==> src/rtl/guard_pkg.sv <==
package guard_pkg;
    typedef enum logic [2:0] {
        PH_RUN  = 3'd0,
        PH_FREQ = 3'd1,
        PH_PARK = 3'd2,
        PH_STBY = 3'd3,
        PH_WAKE = 3'd4
    } phase_e;

    localparam int CB_IOVF  = 7;
    localparam int CB_WOVF  = 6;
    localparam int CB_EN    = 5;
    localparam int CB_RTYPE = 4;
    localparam int CB_MODE  = 3;

    function automatic int div_shift(input logic [2:0] code);
        case (code)
            3'd0:    return 0;
            3'd1:    return 2;
            3'd2:    return 4;
            3'd3:    return 5;
            3'd4:    return 6;
            3'd5:    return 8;
            3'd6:    return 10;
            default: return 12;
        endcase
    endfunction
endpackage

==> src/rtl/gt_prescaler.sv <==
module gt_prescaler import guard_pkg::*; #(
    parameter int PRE_W = 12
) (
    input  logic       clk,
    input  logic       rst_n,
    input  logic [2:0] cks,
    output logic       tick
);
    logic [PRE_W-1:0] pre_d, pre_q, mask;

    always_comb begin
        mask  = PRE_W'((1 << div_shift(cks)) - 1);
        tick  = &(pre_q | ~mask);
        pre_d = pre_q + 1'b1;
    end

    always_ff @(posedge clk or negedge rst_n) begin
        if (!rst_n) pre_q <= '0;
        else        pre_q <= pre_d;
    end
endmodule

==> src/rtl/gt_rst_pulse.sv <==
module gt_rst_pulse #(
    parameter int LEN = 8
) (
    input  logic clk,
    input  logic rst_n,
    input  logic start,
    input  logic kind,
    output logic rst_a,
    output logic rst_b
);
    localparam int CW = $clog2(LEN + 1);

    typedef struct packed {
        logic [CW-1:0] left;
        logic          kind;
    } pulse_t;

    pulse_t d, q;

    always_comb begin
        d = q;
        if (start) begin
            d.left = CW'(LEN);
            d.kind = kind;
        end else if (q.left != '0) begin
            d.left = q.left - 1'b1;
        end
    end

    always_ff @(posedge clk or negedge rst_n) begin
        if (!rst_n) q <= '0;
        else        q <= d;
    end

    assign rst_a = (q.left != '0) && !q.kind;
    assign rst_b = (q.left != '0) &&  q.kind;
endmodule

==> src/rtl/guard_timer.sv <==
module guard_timer import guard_pkg::*; #(
    parameter int         CNT_W   = 8,
    parameter int         KEY_W   = 8,
    parameter logic [7:0] WR_KEY  = 8'h5A,
    parameter int         PRE_W   = 12,
    parameter int         RST_LEN = 8
) (
    input  logic                   clk,
    input  logic                   rst_n,
    input  logic                   bus_wr,
    input  logic                   bus_sel,
    input  logic [CNT_W+KEY_W-1:0] bus_wdata,
    output logic [CNT_W-1:0]       bus_rdata,
    input  logic                   freq_chg_i,
    input  logic                   stby_exit_i,
    input  logic                   stby_en_i,
    output logic                   clk_resume_o,
    output logic                   rst_a_o,
    output logic                   rst_b_o,
    output logic                   irq_o,
    output logic                   stby_enter_o
);
    localparam int          DW   = CNT_W + KEY_W;
    localparam [CNT_W-1:0]  HALF = CNT_W'(1) << (CNT_W - 1);

    typedef struct packed {
        logic [CNT_W-1:0] cnt;
        logic [2:0]       cks;
        logic             wd_mode;
        logic             rtype;
        logic             en;
        logic             wovf;
        logic             iovf;
        phase_e           ph;
        logic             resume;
        logic             sleep_req;
    } regs_t;

    regs_t q, d;
    logic  tick, counting, bump, wrap, key_ok, start_rst, en_now;

    gt_prescaler #(.PRE_W(PRE_W)) u_pre (
        .clk(clk), .rst_n(rst_n), .cks(q.cks), .tick(tick)
    );

    gt_rst_pulse #(.LEN(RST_LEN)) u_pulse (
        .clk(clk), .rst_n(rst_n), .start(start_rst), .kind(q.rtype),
        .rst_a(rst_a_o), .rst_b(rst_b_o)
    );

    always_comb begin
        d         = q;
        d.resume  = 1'b0;
        start_rst = 1'b0;
        counting  = (q.ph == PH_RUN) ? q.en : (q.ph != PH_PARK);
        bump      = counting && tick;
        wrap      = bump && (&q.cnt);
        key_ok    = bus_wr && !bus_sel && (bus_wdata[DW-1:CNT_W] == KEY_W'(WR_KEY));

        if (bump) d.cnt = q.cnt + 1'b1;

        // control write: flags can only be cleared by software
        if (bus_wr && bus_sel) begin
            d.cks     = bus_wdata[2:0];
            d.wd_mode = bus_wdata[CB_MODE];
            d.rtype   = bus_wdata[CB_RTYPE];
            d.en      = bus_wdata[CB_EN];
            d.wovf    = q.wovf & bus_wdata[CB_WOVF];
            d.iovf    = q.iovf & bus_wdata[CB_IOVF];
        end

        case (q.ph)
            PH_RUN: if (wrap) begin
                if (q.wd_mode) begin
                    d.wovf    = 1'b1;
                    start_rst = 1'b1;
                end else begin
                    d.iovf = 1'b1;
                end
            end
            PH_FREQ: if (wrap) begin
                d.resume = 1'b1;
                d.ph     = PH_PARK;
            end
            PH_STBY: if (wrap) begin
                d.resume = 1'b1;
                d.ph     = PH_WAKE;
            end
            PH_WAKE: if (bump && d.cnt == HALF) begin
                if (stby_en_i) d.sleep_req = 1'b1;
                d.ph = PH_RUN;
            end
            default: ;
        endcase

        if (key_ok) begin
            d.cnt = bus_wdata[CNT_W-1:0];
            if (d.ph == PH_PARK) d.ph = PH_RUN;
        end

        if (q.ph == PH_RUN || q.ph == PH_PARK) begin
            if (freq_chg_i)       d.ph = PH_FREQ;
            else if (stby_exit_i) d.ph = PH_STBY;
        end
    end

    always_ff @(posedge clk or negedge rst_n) begin
        if (!rst_n) q <= '0;
        else        q <= d;
    end

    assign en_now       = q.en;
    assign clk_resume_o = q.resume;
    assign irq_o        = q.iovf;
    assign stby_enter_o = q.sleep_req;
    assign bus_rdata    = bus_sel ? {q.iovf, q.wovf, q.en, q.rtype, q.wd_mode, q.cks}
                                  : q.cnt;
endmodule

==> config.mk <==
export PLATFORM = sky130hd
export DESIGN_NAME = guard_timer
export DESIGN_NICKNAME = d
export VERILOG_FILES = /design/src/rtl/guard_pkg.sv /design/src/rtl/gt_prescaler.sv /design/src/rtl/gt_rst_pulse.sv /design/src/rtl/guard_timer.sv
export SDC_FILE = /design/constraint.sdc
export NUM_CORES = 1
export LEC_CHECK = 0
export BUFFER_PORTS_ARGS = -buffer_cell sky130_fd_sc_hd__buf_4
export CAP_MARGIN = 20
export CORE_AREA = 2 2 79 62
export CTS_BUF_LIST = sky130_fd_sc_hd__clkbuf_16
export DETAILED_ROUTE_END_ITERATION = 16
export DIE_AREA = 0 0 81 64
export PLACE_DENSITY = 0.72
export SLEW_MARGIN = 20
export SYNTH_ARGS = -nofsm -noshare
export SYNTH_HDL_FRONTEND = slang
export SYNTH_SLANG_ARGS = --single-unit
export TNS_END_PERCENT = 50
==> constraint.sdc <==
create_clock -name clk -period 3.2 [get_ports clk]
set_clock_uncertainty 0.05 [all_clocks]
set_input_delay 0.32 -clock clk [delete_from_list [all_inputs] [get_ports clk]]
set_output_delay 0.32 -clock clk [all_outputs]
set_load 0.1 [all_outputs]
==> qor.yml <==
die_w_um: 81
die_h_um: 64
io_pins: 36
r2r_cells: 8
critical_path_buf_inv_count: 0
hold_path_class: "primary input to flip-flop"
rows: 21
drc: 0
synth-async-reset-ratio_pct: 100
yosysMostFrequentCell: "dfrtp_1"
holdPathEnd: "en_now"
netlist_top_cells_count: "dfrtp_1 (38), nor2_1 (24), xnor2_1 (16)"
start_kind: "flip-flop"
grt_usage_pct: 20.2
slew_viol_final: 0
root_buffer: "clkbuf_16"
via_per_inst: 5.51
clkTransAtPathRegs_ps: 50
synth_top_cell_by_area: "dfrtp_1"
io_buffers: 35
syn_nets: 244
antenna_left: 0
cp_max_fo: 9
grt_max_degree: 39
synth.cell_area_um2: 2200
worstHoldPathCells: 2
reg2reg_slack_ps: 570
grt_pass1_wl_um: 7890
setup_ws_ps: 565
htree_levels: 2
period_needed_ps: 2630
clock_sinks: 38
ir_worst_vdd_uv: 460
area_growth_pct: 21.7
clk_latency_ps: 280
dp_slack_ps: 557
dp_hpwl_um: 3370
cts_buffers: 5
rsz0062_at_grt: "no"
worst_slew_pin_slew_ps: 597
hold_viol_final: 0
status: "finished clean"
arrival_ps: 2750
critPathMaxStageDelay_ps: 460
synth-seq-area-share_pct: 43.1
path_delay_family: "simple AND/OR/NAND/NOR gates"
utilization_pct: 61.5
drive_above_1_share_pct: 27.6
slowest_stage: "dfrtp_1"
wl_per_cell_um: 14.9
vias: 1714
wl_um: 4630
max_freq_ghz: 0.380
core-area_um2: 4360
cts_tree: "built"
drv_cap: 0
setup_viol: 0
routabilityCongestion: 0.889
dieArea_um2: 5180
ys.flop_type: "dfrtp_1"
cp_cell_sequence: "or3_1 > ha_1 > xor2_1 > nor3_2 > o32ai_4 > nor4_4 > nand3_2 > mux2_4"
tns_ps: 0
yosysTopAreaCellShare_pct: 43.1
antennaDiodeCount: 0
syn_area_per_cell_um2: 10.2
cp-startpoint: "q[10]"
reg2reg_to: "u_pulse.q[0]"
r2r_start: "q[10]"
antenna_found_initial: 0
grt_overflow: 0
finalCritPeriodShare_pct: 82.3
leakage_nw: 1.20
nets: 281
syn_inst: 216
dr.first_iter.drc_count: 109
power.density_nw_per_um2: 572
cts_buffer_depth: 2
end_kind: "flip-flop"
synth.lib_cells_used.distinct: 52
netlist_top_cells_area: "dfrtp_1 (43%), mux2_2 (6.6%), xnor2_1 (6.4%)"
ys_warn_count: 0
required_ps: 3310
dr.pass1.iters: 5
min_from: "bus_wdata[5]"
path_class: "flip-flop to flip-flop"
max-slew-margin-rel_pct: 60.1
ys_seq_elements: 38
start_util_pct: 50.5
synth_enable_flop_cells: 0
grt_pass1_vias: 1620
worst register-to-register path: stages, from the launching register on:
cell and delay (ps):
dfrtp_1 460, or3_1 400, ha_1 230, xor2_1 150, nor3_2 190, o32ai_4 190
nor4_4 360, nand3_2 170, mux2_4 320
routing by layer:
| metal | global-route usage (%) | share of wire, % | up-vias |
|---|---|---|---|
| met5 | 0 | 0 | - |
| met4 | 8.90 | 2.0 | 0 |
| met3 | 4.38 | 5.7 | 9 |
| met2 | 27.5 | 42 | 51 |
| met1 | 30.6 | 51 | 810 |
| li1 | - | - | 844 |
worst max-delay path by stage:
stage	endpoint	slack (ps)	cells after the start
floorplan	bus_rdata[7]	160	2
global placement	u_pulse.q[0]	660	8
detailed placement	u_pulse.q[0]	560	8
CTS	u_pulse.q[0]	550	8
global route	u_pulse.q[0]	420	8
finish	u_pulse.q[0]	570	8
placed cells by master (no fill, tap or decap), types with 2 or more instances in the layout:
cell type / count
nor4_1: 4
o21bai_1: 2
ha_1: 5
inv_1: 12
nor3b_1: 2
o21ai_0: 5
nand2_1: 13
nor4bb_1: 2
a22o_1: 2
buf_4: 36
mux2i_1: 3
a21oi_1: 13
clkbuf_16: 5
nand3_1: 12
xnor2_1: 16
xor2_1: 4
dfrtp_1: 38
nor4b_2: 2
nor3_1: 2
o21ai_1: 4
mux2_2: 13
nor2_1: 24
nand4b_1: 2
nand4_1: 2
nor3_2: 2
or3_1: 2
nor2b_1: 2
area by class of cell:
cell class / instances / area (um2)
Inverter: 10 / 37.5
Clock inverter: 3 / 37.5
Tap cell: 57 / 71.3
Clock buffer: 5 / 125
Fill cell: 382 / 1680
Timing Repair Buffer: 37 / 280
Sequential cell: 38 / 951
Multi-Input combinational cell: 161 / 1180
repair_timing:
| action | in CTS | in global routing |
|---|---|---|
| buffers inserted | 0 | 0 |
| hold buffers | 1 | 0 |
| hold endpoints to repair | 38 | 0 |
| gates resized for setup | 0 | 0 |
flip-flops by register name, indices dropped and copies added (netlist names):
| register | count |
|---|---|
| q | 17 |
| u_pre.pre_q | 12 |
| u_pulse.q | 5 |
| clk_resume_o | 1 |
| en_now | 1 |
| irq_o | 1 |
| stby_enter_o | 1 |
kinds of logic (layout without fill, tap and decap cells):
kind of cell	after synthesis	in the layout	share of synthesized area, %
xor+xnor	20	20	7.95
buf+inv	17	55	3.29
flops	38	38	43.1
other cells	1	1	0.170
simple gates	81	81	21.4
compound gates	37	37	12.5
mux	17	17	8.68
fa+ha+maj	5	5	2.84
report_power, final:
part	internal [mW]	total (mW)	switching (mW)
clock network	0.361	0.541	0.179
logic	0.141	0.411	0.270
registers	0.516	0.583	0.0670
metrics by stage:
| stage | instance area [um2] | hold slack (ps) | std cells | total power [mW] |
|---|---|---|---|---|
| CTS | 2680 | 232 | 311 | 1.54 |
| global route | 2680 | 236 | 311 | 1.60 |
| finish | 2680 | 236 | 311 | 1.53 |
| detailed placement | 2510 | 262 | 302 | 0.996 |
| global placement | 2510 | 260 | 302 | 0.988 |
| floorplan | 2200 | -25.6 | 216 | 0.902 |
No activity file was read; power rests on OpenSTA's default activity.
